## config.mk

```make
export PLATFORM = sky130hd
export DESIGN_NAME = uart_tx
export DESIGN_NICKNAME = d
export VERILOG_FILES = /design/src/rtl/uart_tx.sv
export SDC_FILE = /design/constraint.sdc
export NUM_CORES = 1
export LEC_CHECK = 0
export BUFFER_PORTS_ARGS = -buffer_cell sky130_fd_sc_hd__clkbuf_2
export CAP_MARGIN = 30
export CORE_ASPECT_RATIO = 1.5
export CORE_UTILIZATION = 55
export CTS_CLUSTER_SIZE = 20
export DETAILED_ROUTE_END_ITERATION = 7
export PLACE_DENSITY = 0.86
export SLEW_MARGIN = 0
export SYNTH_ARGS = -nofsm -noshare
export SYNTH_HDL_FRONTEND = slang
export SYNTH_SLANG_ARGS = --single-unit
```

## constraint.sdc

```tcl
create_clock -name clk -period 5.5 [get_ports clk]
set_clock_uncertainty 0.2 [all_clocks]
set_input_delay 1.1 -clock clk [delete_from_list [all_inputs] [get_ports clk]]
set_output_delay 1.1 -clock clk [all_outputs]
set_load 0.01 [all_outputs]
```

## src/rtl/uart_tx.sv

```systemverilog
module uart_tx #(
  parameter int DATA_W = 8,
  parameter int DEPTH  = 4
) (
  input  logic              clk,
  input  logic              rst_n,
  input  logic              wr_en,
  input  logic [DATA_W-1:0] wr_data,
  output logic              full,
  input  logic              baud_tick,
  input  logic              irq_mode,
  input  logic              brk,
  output logic              tx,
  output logic              irq
);
  localparam int AW    = (DEPTH > 1) ? $clog2(DEPTH) : 1;
  localparam int CW    = $clog2(DEPTH + 1);
  localparam int NBITS = DATA_W + 2;
  localparam int BW    = $clog2(NBITS);
  localparam logic [CW-1:0] CFULL = CW'(DEPTH);
  localparam logic [CW-1:0] CONE  = CW'(1);
  localparam logic [AW-1:0] ALAST = AW'(DEPTH - 1);
  localparam logic [BW-1:0] BLAST = BW'(NBITS - 1);

  logic [DATA_W-1:0] mem [DEPTH];
  logic [AW-1:0]     rp, wp;
  logic [CW-1:0]     count;
  logic [NBITS-1:0]  frame;
  logic [BW-1:0]     bitn;
  logic              busy, hold;
  logic              push, ld, last;

  assign full = (count == CFULL);
  assign push = wr_en && !full;
  assign last = (bitn == BLAST);
  assign ld   = (count != '0) && !brk && !hold && (!busy || (baud_tick && last));
  assign tx   = brk ? 1'b0 : (busy ? frame[0] : 1'b1);

  always_ff @(posedge clk) begin
    if (push) mem[wp] <= wr_data;
  end

  always_ff @(posedge clk) begin
    if (!rst_n) begin
      rp    <= '0;
      wp    <= '0;
      count <= '0;
    end else begin
      if (push) wp <= (wp == ALAST) ? '0 : wp + 1'b1;
      if (ld)   rp <= (rp == ALAST) ? '0 : rp + 1'b1;
      if (push && !ld)      count <= count + 1'b1;
      else if (ld && !push) count <= count - 1'b1;
    end
  end

  always_ff @(posedge clk) begin
    if (!rst_n) begin
      busy  <= 1'b0;
      hold  <= 1'b0;
      bitn  <= '0;
      frame <= '1;
      irq   <= 1'b0;
    end else begin
      irq <= ld && (!irq_mode || (count == CONE && !push));
      if (brk)            hold <= 1'b1;
      else if (baud_tick) hold <= 1'b0;
      if (brk) begin
        busy <= 1'b0;
      end else if (ld) begin
        busy  <= 1'b1;
        bitn  <= '0;
        frame <= {1'b1, mem[rp], 1'b0};
      end else if (busy && baud_tick) begin
        if (last) busy <= 1'b0;
        else begin
          bitn  <= bitn + 1'b1;
          frame <= {1'b1, frame[NBITS-1:1]};
        end
      end
    end
  end
endmodule

```

* Yosys cells after proc, flatten, opt, wreduce, memory -nomap -nowiden *
Memory sizes are Yosys's and may differ from the RTL's. A register that Yosys moved wholly into a read port is not among the register bits.
Cells that the tools add are included.

cells by class
  $add $sub $neg = 5
  equal/unequal tests = 6
  mux-type cells = 21
  bitwise gates (word level) = 2
  reduce and logical (&&, ||, !) cells = 27

operators by type and width
  operator                                                               count
  10-bit two-way mux                                                     3
  4-bit two-way mux                                                      3
  1-bit logical AND                                                      10
  1-bit two-way mux                                                      9
  2-bit two-way mux                                                      4
  2-bit nonzero test                                                     4
  1-bit logical NOT                                                      7
  3-bit two-way mux                                                      2
  2-bit by 1-bit adder with 2-bit output, second input constant          2
  4-bit by 1-bit adder with 4-bit output, second input constant          1
  2-bit equality test, second input constant                             2
  4-bit equality test, second input constant                             1
  3-bit by 1-bit adder with 3-bit output, second input constant          1
  3-bit by 1-bit equality test with 1-bit output, second input constant  1
  3-bit equality test, second input constant                             1
  3-bit AND reduction                                                    1
  3-bit nonzero test                                                     1
  3-bit by 1-bit subtractor with 3-bit output, second input constant     1
  1-bit logical OR                                                       2
  2-bit inequality test, second input constant                           1
  1-bit NOT                                                              2
  2-bit AND reduction                                                    1
  2-bit OR reduction                                                     1

storage, ports and cells
  register bits = 24
  bits in writable memories = 32
  input port bits = 14
  output and inout port bits = 3
  word-level logic and storage cells = 70
  memories kept = 1

memory list
  name  words  width  rd ports  clocked after Yosys merged registers in  write ports  line  source
  mem   4      8      1         1                                        1            25    logic [DATA_W-1:0] mem [DEPTH];

* Longest topological paths before layout *
Gate-level depths: netlist of the first run.

  depth after elaboration = 7
  depth in mapped cells = 9
  depth with buffers taken out = 9

* Worst setup path after synthesis of the first run *
OpenSTA, ideal clock, no wires.

  kind = in2reg
  start point = input baud_tick
  end point = register count[2]
  setup time = 76 ps
  arrival time = 2,550 ps
  data required time = 5,224 ps
  path slack = 2,674 ps
  cell stages on the path = 6
  buffers on the path = 0
  cells stage by stage = nand4b_2 > a2111oi_4 > inv_2 > ha_1 > or3_1 > a21boi_0

between the ends
  cells in the longest elaborated chain, start to end = 6
  elaborated cells on any way between the ends = 8
  those cells by class = mux (1); reduce/logical (7)

RTL lines
  element                                                         line  source
  start, declared                                                 10    input logic baud_tick,
  1-bit logical AND *                                             36    assign ld = (count != '0) && !brk && !hold && (!busy || (baud_tick && last));
  1-bit logical OR *                                              36
  1-bit logical AND *                                             36
  1-bit logical NOT                                               51    if (push && !ld) count <= count + 1'b1;
  1-bit logical AND                                               51
  3-bit two-way mux / 2-bit nonzero test (equally long branches)  --
  end signal, assigned                                            51
  end signal, assigned                                            52    else if (ld && !push) count <= count - 1'b1;
  end, declared                                                   27    logic [CW-1:0] count;

Mark *: on every way between the ends. The rest lies on a longest branch, timed or not.
A chain may end at the register's enable or synchronous reset.

* Worst setup path in the final report of the first run *
Ends and elaborated chain as after synthesis.

==> results of run 1 <==
layout make-up:
type                    instances  area (um^2)
fillers                       303         1500
flip-flops and latches         57         1460
multi-input cells             111          875
clock buffers                   9          124
repair buffers                 16         80.1
clock inverters                 7         78.8
well taps                      46         57.6
inverters                      10         37.5
layout by cell type (no fill, tap or decap), types with 2 or more instances in the layout:
cell / synthesis / routed
nor3_1: 3 / 3
inv_1: 9 / 9
nand3b_1: 2 / 2
and3_1: 2 / 2
mux4_2: 8 / 8
edfxtp_1: 32 / 32
a21boi_1: 3 / 3
clkinvlp_4: 0 / 3
inv_6: 0 / 2
clkbuf_8: 0 / 9
o21ai_0: 2 / 2
o311ai_0: 8 / 8
clkbuf_2: 0 / 16
xnor2_1: 3 / 3
nor2_1: 23 / 23
nor2b_1: 5 / 5
dfxtp_1: 25 / 25
o21a_1: 3 / 3
nand2_1: 14 / 14
a21oi_1: 4 / 4
and2_1: 7 / 7
ha_1: 12 / 12
or3_1: 2 / 2
critical path, cell delays in order:
cell       delay [ns]
clkbuf_2         0.11
nand4b_2         0.14
a2111oi_4        0.92
inv_2            0.16
ha_1             0.38
or3_1            0.37
a21boi_0         0.18
cells by family after synthesis:
group / share of synthesized area
AND/OR/NAND/NOR: 0.127
flip-flops: 0.606
AO/OA/AOI/OAI: 0.0799
buffers and inverters: 0.0316
adder cells (fa/ha/maj): 0.0622
multiplexers: 0.0788
XOR/XNOR: 0.0145
flip-flops by register name (all words and copies together), names as in the netlist, named ones only:
name   count
irq        1
busy       1
mem       32
frame      9
wp         2
rp         2
bitn       4
hold       1
count      3
path summary, 6_finish.rpt:
path / cells past startpoint / end
setup / recovery: 7 / count[2]
hold reg to reg: 2 / register
hold / removal: 2 / register
setup reg to reg: 8 / count[2]
power by group:
| group | switching (mW) | total [mW] | internal, mW | leakage [nW] |
|---|---|---|---|---|
| registers | 0.0445 | 0.561 | 0.516 | 0.498 |
| clock network | 0.179 | 0.392 | 0.213 | 0.0925 |
| logic | 0.120 | 0.231 | 0.111 | 0.398 |
| total | 0.343 | 1.18 | 0.840 | 0.989 |
metrics by stage:
stage | hold slack, ns | util | area [um^2]
floorplan | 0.251 | - | 2410
global placement | 0.265 | 0.597 | 2510
detailed placement | 0.283 | 0.597 | 2510
CTS | 0.298 | 0.645 | 2710
global route | 0.322 | 0.645 | 2710
finish | 0.292 | 0.645 | 2710
layer usage:
layer / vias to the layer above / GRT usage
met5: - / 0
met4: 0 / 0.109
met3: 9 / 0.0639
met2: 22 / 0.284
met1: 666 / 0.216
li1: 712 / -
==> out/summary.txt, run 1 <==
total track usage = 0.182
Worst Path Required = 5.55 ns
count of hold-fix buffers inserted at cts = 0
top cell type's share of synthesized area = 0.398
HPWL Detailed = 2.53 mm
synth unique cells = 33
Synth Register Bits = 57
VDD IR-drop max = 0.440 mV
Synth Instances = 186
layout cells sized above 1 = 0.210
number of buffers created by CTS = 9
final hold violations = 0
Leak Pwr = 0.989 nW
clock root buffer = clkbuf_8
Worst Path Arrival = 3.38 ns
CTS tree = built
ys async rst share = 0
Post-Syn Nets = 212
critical path peak fanout = 20
cell row count = 29
critical path capture point type = register
post-synthesis sequential area ratio = 0.606
Top Layer Used = met4
H-tree levels = 3
Post-DRT Antenna Nets = 0
status = completed
type of the most critical hold path = reg2reg
wire per inst = 14.5 um
Clock Latency Late Sink = 0.33 ns
final setup violation count = 0
cell with the most instances after synthesis = edfxtp_1
Synth top cells by count = edfxtp_1 (32), dfxtp_1 (25), nor2_1 (23)
Mapped Area = 2410 um^2
drt via density = 5.50
RR Startpoint = count[0]
Top FF cell, synth = edfxtp_1
Critical Path Source Type = input port
post-CTS setup buffer count = 0
Worst-Margin Slew = 0.957 ns
worst hold path startpoint = rp[1]
GP Congestion = 0.721
Avg Cell Area, Syn = 13.0 um^2
# clock sinks = 57
crit path from = baud_tick
Period minus WS final = 3.32 ns
RSZ-0062 raised after global routing = false
Rel. slew slack = 0.362
Met1 Routed Length = 1.58 mm
Die Height = 83.1 um
clock-pin slew on the worst setup and hold paths = 0.07 ns
vias = 1409
Iteration-0 DRC Markers = 25
fin crit share = 0.604
largest net degree at the start of global routing = 23
number of max-cap violations = 0
die width = 56.1 um
number of global-route vias before repair = 1332
yosys warns = 0
initial core utilization = 0.573
I/O pin cnt = 17
TritonRoute pass-1 iters = 4
met2 WL = 1.90 mm
Slew Viols, Final = 0
port bufs = 16
fin nets = 231
final worst slack = 2.18 ns
Fin Setup TNS = 0 ns
DR WL met3 = 132 um
WS Path Type = in2reg
number of remaining DRC errors = 0
pre-CTS setup slack = 1.79 ns
cell taking the most area after synthesis = edfxtp_1
ranking of synthesized cells by area = edfxtp_1 (40%), dfxtp_1 (21%), mux4_2 (7.5%)
placed cell count = 240
CTS resizes = 0
antenna violations before repair = 0
Layout area overhead = 12.5%
achievable clock frequency = 301 MHz
pwr dens = 436 nW/um^2
first-pass GRT wire length = 6.22 mm
Antenna Cells = 0
die area = 4660 um^2
Core Region = 4210 um^2
number of synthesized flops with an enable pin = 32
final non-filler cell total = 256
Power Total = 1.18 mW
overall routed net length = 3.71 mm
Overflow after GRT = 0
Clock Path Buffers = 2
reg-to-reg setup timing slack = 2.37 ns
Note: power is estimated with default switching activity, not from simulation.
==> run 2: changes to the inputs <==
- ABC_AREA: unset -> 1
- CORE_UTILIZATION: 55 -> 53
- clock period: 5.5 -> 2.87 ns (I/O delays scaled with it)
==> run 2 against run 1 <==
Critical path type is now reg2reg. Design area increased by 6.0%. Sequential power increased by 94%. Critical endpoint is now mem[3][3]. Clock power increased by 79%. Combinational power increased to 2.9 times the previous value.
==> out/summary.txt, run 2 <==
ys async rst share = 0
final setup violation count = 0
most frequent cells in the layout = nand2_1 (71), nand3_1 (52), inv_1 (33), edfxtp_1 (32), dfxtp_1 (25)
overall routed net length = 4.42 mm
M3 GR Usage = 0.0446
cell with the most instances after synthesis = nand2_1
first-pass GRT wire length = 7.39 mm
Slew Viols, Final = 0
most common cell after layout, fill and taps aside = nand2_1
critical path capture point type = register
cell row count = 30
Rel. slew slack = 0.528
clock-pin slew on the worst setup and hold paths = 0.07 ns
number of synthesized flops with an enable pin = 32
final non-filler cell total = 368
total track usage = 0.199
largest family of logic cells by synthesized area = simple AND/OR/NAND/NOR gates
initial core utilization = 0.561
CTS resizes = 0
VDD IR-drop max = 0.368 mV
Post-DRT Antenna Nets = 0
largest reg by FF count = mem
Synth top cells by count = nand2_1 (71), nand3_1 (52), inv_1 (33)
RSZ-0062 raised after global routing = false
Die Height = 87.2 um
largest registers = mem x32, frame x9, bitn x4
drt via density = 5.09
count of hold-fix buffers inserted at cts = 0
Core Region = 4580 um^2
Leak Pwr = 1.31 nW
vias = 1874
achievable clock frequency = 452 MHz
placed cell count = 352
Top FF cell, synth = edfxtp_1
WS Path Type = reg2reg
I/O pin cnt = 17
critical path peak fanout = 10
Compound-Gate Fraction of Synth Area = 0.0424
yosys warns = 0
number of global-route vias before repair = 1691
largest net degree at the start of global routing = 27
number of max-cap violations = 0
Avg Cell Area, Syn = 9.24 um^2
fin nets = 325
type of the most critical hold path = in2reg
Post-Syn Nets = 304
CTS tree = built
pwr dens = 852 nW/um^2
Overflow after GRT = 0
# clock sinks = 57
GR Util met1 = 0.215
Iteration-0 DRC Markers = 60
port bufs = 16
antenna violations before repair = 0
XOR/XNOR share of the synthesized area = 0.0136
cell taking the most area after synthesis = edfxtp_1
GP Congestion = 0.733
final hold violations = 0
Critical Path Source Type = register
synth unique cells = 24
TritonRoute pass-1 iters = 4
H-tree levels = 3
Fin Setup TNS = 0 ns
busiest grt layer = met2
clock root buffer = clkbuf_8
GR Util met2 = 0.340
number of buffers created by CTS = 9
Period minus WS final = 2.21 ns
status = completed
Synth Register Bits = 57
Synth Instances = 278
top cell type's share of synthesized area = 0.374
Mapped Area = 2570 um^2
Synth Area in Adders = 0.0585
Worst-Margin Slew = 0.705 ns
max reg flops = 32
Clock Latency Late Sink = 0.33 ns
post-synthesis mux area share = 0
die width = 58.8 um
fin crit share = 0.771
post-CTS setup buffer count = 0
ranking of synthesized cells by area = edfxtp_1 (37%), dfxtp_1 (19%), nand2_1 (10%)
Antenna Cells = 0
number of remaining DRC errors = 0
Worst Path Required = 2.63 ns
layout cells sized above 1 = 0.138
HPWL Detailed = 3.09 mm
post-synthesis sequential area ratio = 0.569
Worst Path Arrival = 1.97 ns
Post-Synth Simple-Gate Area = 0.236
Clock Path Buffers = 2
die area = 5130 um^2
Layout area overhead = 12.1%
wire per inst = 12.0 um
[run 2: cell count changes after synthesis, sizes merged, moves of 4 or more]
cell | before | now
a21boi | 4 | 0
a21oi | 4 | 13
and2 | 7 | 0
buf | 3 | 9
clkbuf | 5 | 1
inv | 10 | 36
mux4 | 8 | 0
nand2 | 14 | 74
nand3 | 0 | 53
nor2 | 23 | 9
nor2b | 5 | 0
o311ai | 8 | 0
[run 2: layer usage]
metal | share of wire | vias up
met5 | 0 | -
met4 | 0.028 | 0
met3 | 0.032 | 14
met2 | 0.52 | 38
met1 | 0.42 | 868
li1 | - | 954
[run 2: power by group]
group          total, mW  internal [mW]  switching [mW]
logic              0.659          0.247           0.412
clock network      0.703          0.394           0.309
registers           1.09           1.01          0.0836
total               2.45           1.65           0.804
[run 2: worst paths after layout]
| path | start | to | slack, ns | cells past startpoint |
|---|---|---|---|---|
| max | count[0] | mem[3][3] | 0.66 | 5 |
| min | irq_mode | irq | 0.22 | 2 |
| max reg2reg | count[0] | mem[3][3] | 0.66 | 5 |
| min reg2reg | frame[1] | frame[0] | 0.28 | 2 |
[run 2: cell type report]
cell class / instances / area [um^2]
fill: 382 / 1700
sequential: 57 / 1460
clock buffer: 10 / 128
multi-input combinational: 174 / 901
timing repair buffer: 20 / 110
inverter: 37 / 139
clock inverter: 6 / 58.8
tap: 64 / 80.1
[run 2: stage by stage]
stage               power (mW)  hold slack [ns]  cell area [um^2]  setup slack [ns]  utilization
floorplan                 1.63            0.243              2570             0.774            -
global placement          1.73            0.248              2690             0.740        0.588
detailed placement        1.76            0.273              2690             0.631        0.588
CTS                       2.47            0.211              2880             0.616        0.628
global route              2.62            0.213              2880             0.501        0.628
finish                    2.45            0.223              2880             0.657        0.628
[run 2: kinds of logic (layout without fill, tap and decap cells)]
logic type                 Yosys count  count (layout)
buffers and inverters               47              73
AOI/OAI and AO/OA                   20              20
and+or+nand+nor                    138             138
adders and majority gates           12              12
xor gates and xnor gates             4               4
DFF                                 57              57
[run 2: worst max-delay path: stages, from the launching register on]
cell and delay (ns):
dfxtp_1 0.41, inv_1 0.09, ha_1 0.24, nand2_1 0.09
nand2_1 0.20, nor2_1 0.61
==> run 3: changes to the inputs <==
- clock period: 2.87 -> 1.85 ns (I/O delays scaled with it)
==> run 3 against run 2 <==
First-iteration DRC count increased by 62%. Via count increased by 1.4%. Register-to-register slack lost 0.57 ns. Sequential cell count did not move. Setup slack lost 0.57 ns. Non-clock buffer count increased by 9. Sequential share of layout area fell by 2.6 points. Sequential power increased by 53%.
==> out/summary.txt, run 3 (same netlist as run 2, synthesis figures left out) <==
status = completed
reg-to-reg setup timing slack = 0.09 ns
largest net degree at the start of global routing = 26
CP Cell Sequence = inv_1, ha_4, nand2_1, inv_1, clkbuf_2
overall routed net length = 4.64 mm
critical path peak fanout = 2
fin crit share = 0.951
Layout area overhead = 18.5%
post-CTS setup buffer count = 0
most common cell after layout, fill and taps aside = nand2_1
initial core utilization = 0.561
CP bufs+invs = 3
most frequent cells in the layout = nand2_1 (71), nand3_1 (52), inv_1 (32), edfxtp_1 (32), dfxtp_1 (23)
CTS tree = built
end of the worst hold path = irq
RR Startpoint = count[1]
number of max-cap violations = 0
port bufs = 16
die width = 58.8 um
clock-pin slew on the worst setup and hold paths = 0.07 ns
antenna violations before repair = 0
H-tree levels = 3
Reg2Reg Capture Point = count[2]
Overflow after GRT = 0
type of the most critical hold path = in2reg
Core Region = 4580 um^2
busiest grt layer = met2
achievable clock frequency = 568 MHz
Fin Setup TNS = 0 ns
number of global-route vias before repair = 1772
largest reg by FF count = mem
GR Util met1 = 0.228
Worst-Margin Slew = 0.307 ns
Clock Path Buffers = 2
layout cells sized above 1 = 0.176
GR Util met2 = 0.344
total track usage = 0.204
clock root buffer = clkbuf_8
Iteration-0 DRC Markers = 97
number of remaining DRC errors = 0
# clock sinks = 57
Rel. slew slack = 0.795
Die Height = 87.2 um
vias = 1901
wire per inst = 12.3 um
worst hold path startpoint = irq_mode
Power Total = 4.26 mW
Placed Area = 2790 um^2
M3 GR Usage = 0.0609
VDD IR-drop max = 0.838 mV
crit-path max cell delay = 0.32 ns
pwr dens = 1400 nW/um^2
die area = 5130 um^2
final setup violation count = 0
GP Congestion = 0.809
fin area = 3040 um^2
max reg flops = 32
Slew Viols, Final = 0
worst hold margin = 0.0175 ns
Leak Pwr = 1.38 nW
RSZ-0062 raised after global routing = false
Critical Path Source Type = register
critical path capture point type = output port
Hold Path Depth = 2
Crit-path slowest cell = dfxtp_1
cell row count = 30
CP most frequent cell = inv_1
Post-DRT Antenna Nets = 0
Period minus WS final = 1.76 ns
final hold violations = 0
Worst Path Required = 1.28 ns
Antenna Cells = 0
first-pass GRT wire length = 7.60 mm
HPWL Detailed = 3.12 mm
WS Path Type = reg2out
Worst Path Arrival = 1.19 ns
number of buffers created by CTS = 9
I/O pin cnt = 17
Worst R2R Path Depth = 10
Crit path max-delay family = flip-flops
placed cell count = 361
count of hold-fix buffers inserted at cts = 0
final non-filler cell total = 377
TritonRoute pass-1 iters = 5
largest registers = mem x32, frame x9, bitn x4
fin nets = 334
drt via density = 5.04
Clock Latency Late Sink = 0.33 ns
## run 3: cell types whose count changed in the layout (fill, tap and decap cells not counted), moves of 2 or more
cell	before	now
ha_4	0	2
o21ai_1	0	2
clkinv_1	2	4
ha_1	12	10
bufinv_16	1	3
clkinv_2	2	0
buf_4	4	12
o21ai_0	5	3
dfxtp_1	25	23
## run 3: how the worst max path moves through the flow
| stage | to | startpoint | slack, ns | cells past startpoint |
|---|---|---|---|---|
| global placement | count[2] | brk | 0.1 | 10 |
| global route | full | count[1] | 0.02 | 5 |
| floorplan | count[2] | count[0] | 0.003 | 10 |
| detailed placement | count[2] | count[0] | 0.04 | 9 |
| CTS | count[2] | count[0] | 0.03 | 9 |
| finish | full | count[1] | 0.09 | 5 |
## run 3: metal layers
layer | routed length [um] | part of all wire | vias up
met5 | 0 | 0 | -
met4 | 87 | 0.019 | 0
met3 | 163 | 0.035 | 9
met2 | 2470 | 0.53 | 40
met1 | 1930 | 0.42 | 883
li1 | - | - | 969
## run 3: worst reg2reg max path, stage by stage, from the launching register on
cell,delay [ns]
dfxtp_1,0.32
inv_1,0.12
ha_4,0.17
nand2_1,0.08
nand2_1,0.08
inv_1,0.07
ha_4,0.25
nor2_1,0.10
o21ai_1,0.09
o21ai_1,0.12
a21oi_1,0.05
## run 3: power breakdown
| group | total, mW | internal, mW | switching, mW |
|---|---|---|---|
| Sequential | 1.67 | 1.57 | 0.106 |
| Combinational | 1.23 | 0.506 | 0.727 |
| Clock | 1.35 | 0.880 | 0.472 |
| Total | 4.26 | 2.95 | 1.30 |
## run 3: cell type report
type | count | area (um^2)
Clock inverter | 7 | 109
Fill cell | 371 | 1540
Sequential cell | 57 | 1470
Timing Repair Buffer | 29 | 190
Clock buffer | 9 | 124
Inverter | 37 | 139
Tap cell | 64 | 80.1
Multi-Input combinational cell | 174 | 933
## run 3: through the flow
stage / util / setup WS [ns]
finish: 0.664 / 0.0905
global route: 0.664 / 0.0158
CTS: 0.660 / 0.0338
detailed placement: 0.609 / 0.0435
global placement: 0.609 / 0.0994
floorplan: - / 0.00281
## run 3: what timing repair did
item	4_1_cts	5_1_grt
setup endpoints to repair	0	3
gates resized for setup	0	5
endpoints found under the hold margin	0	0
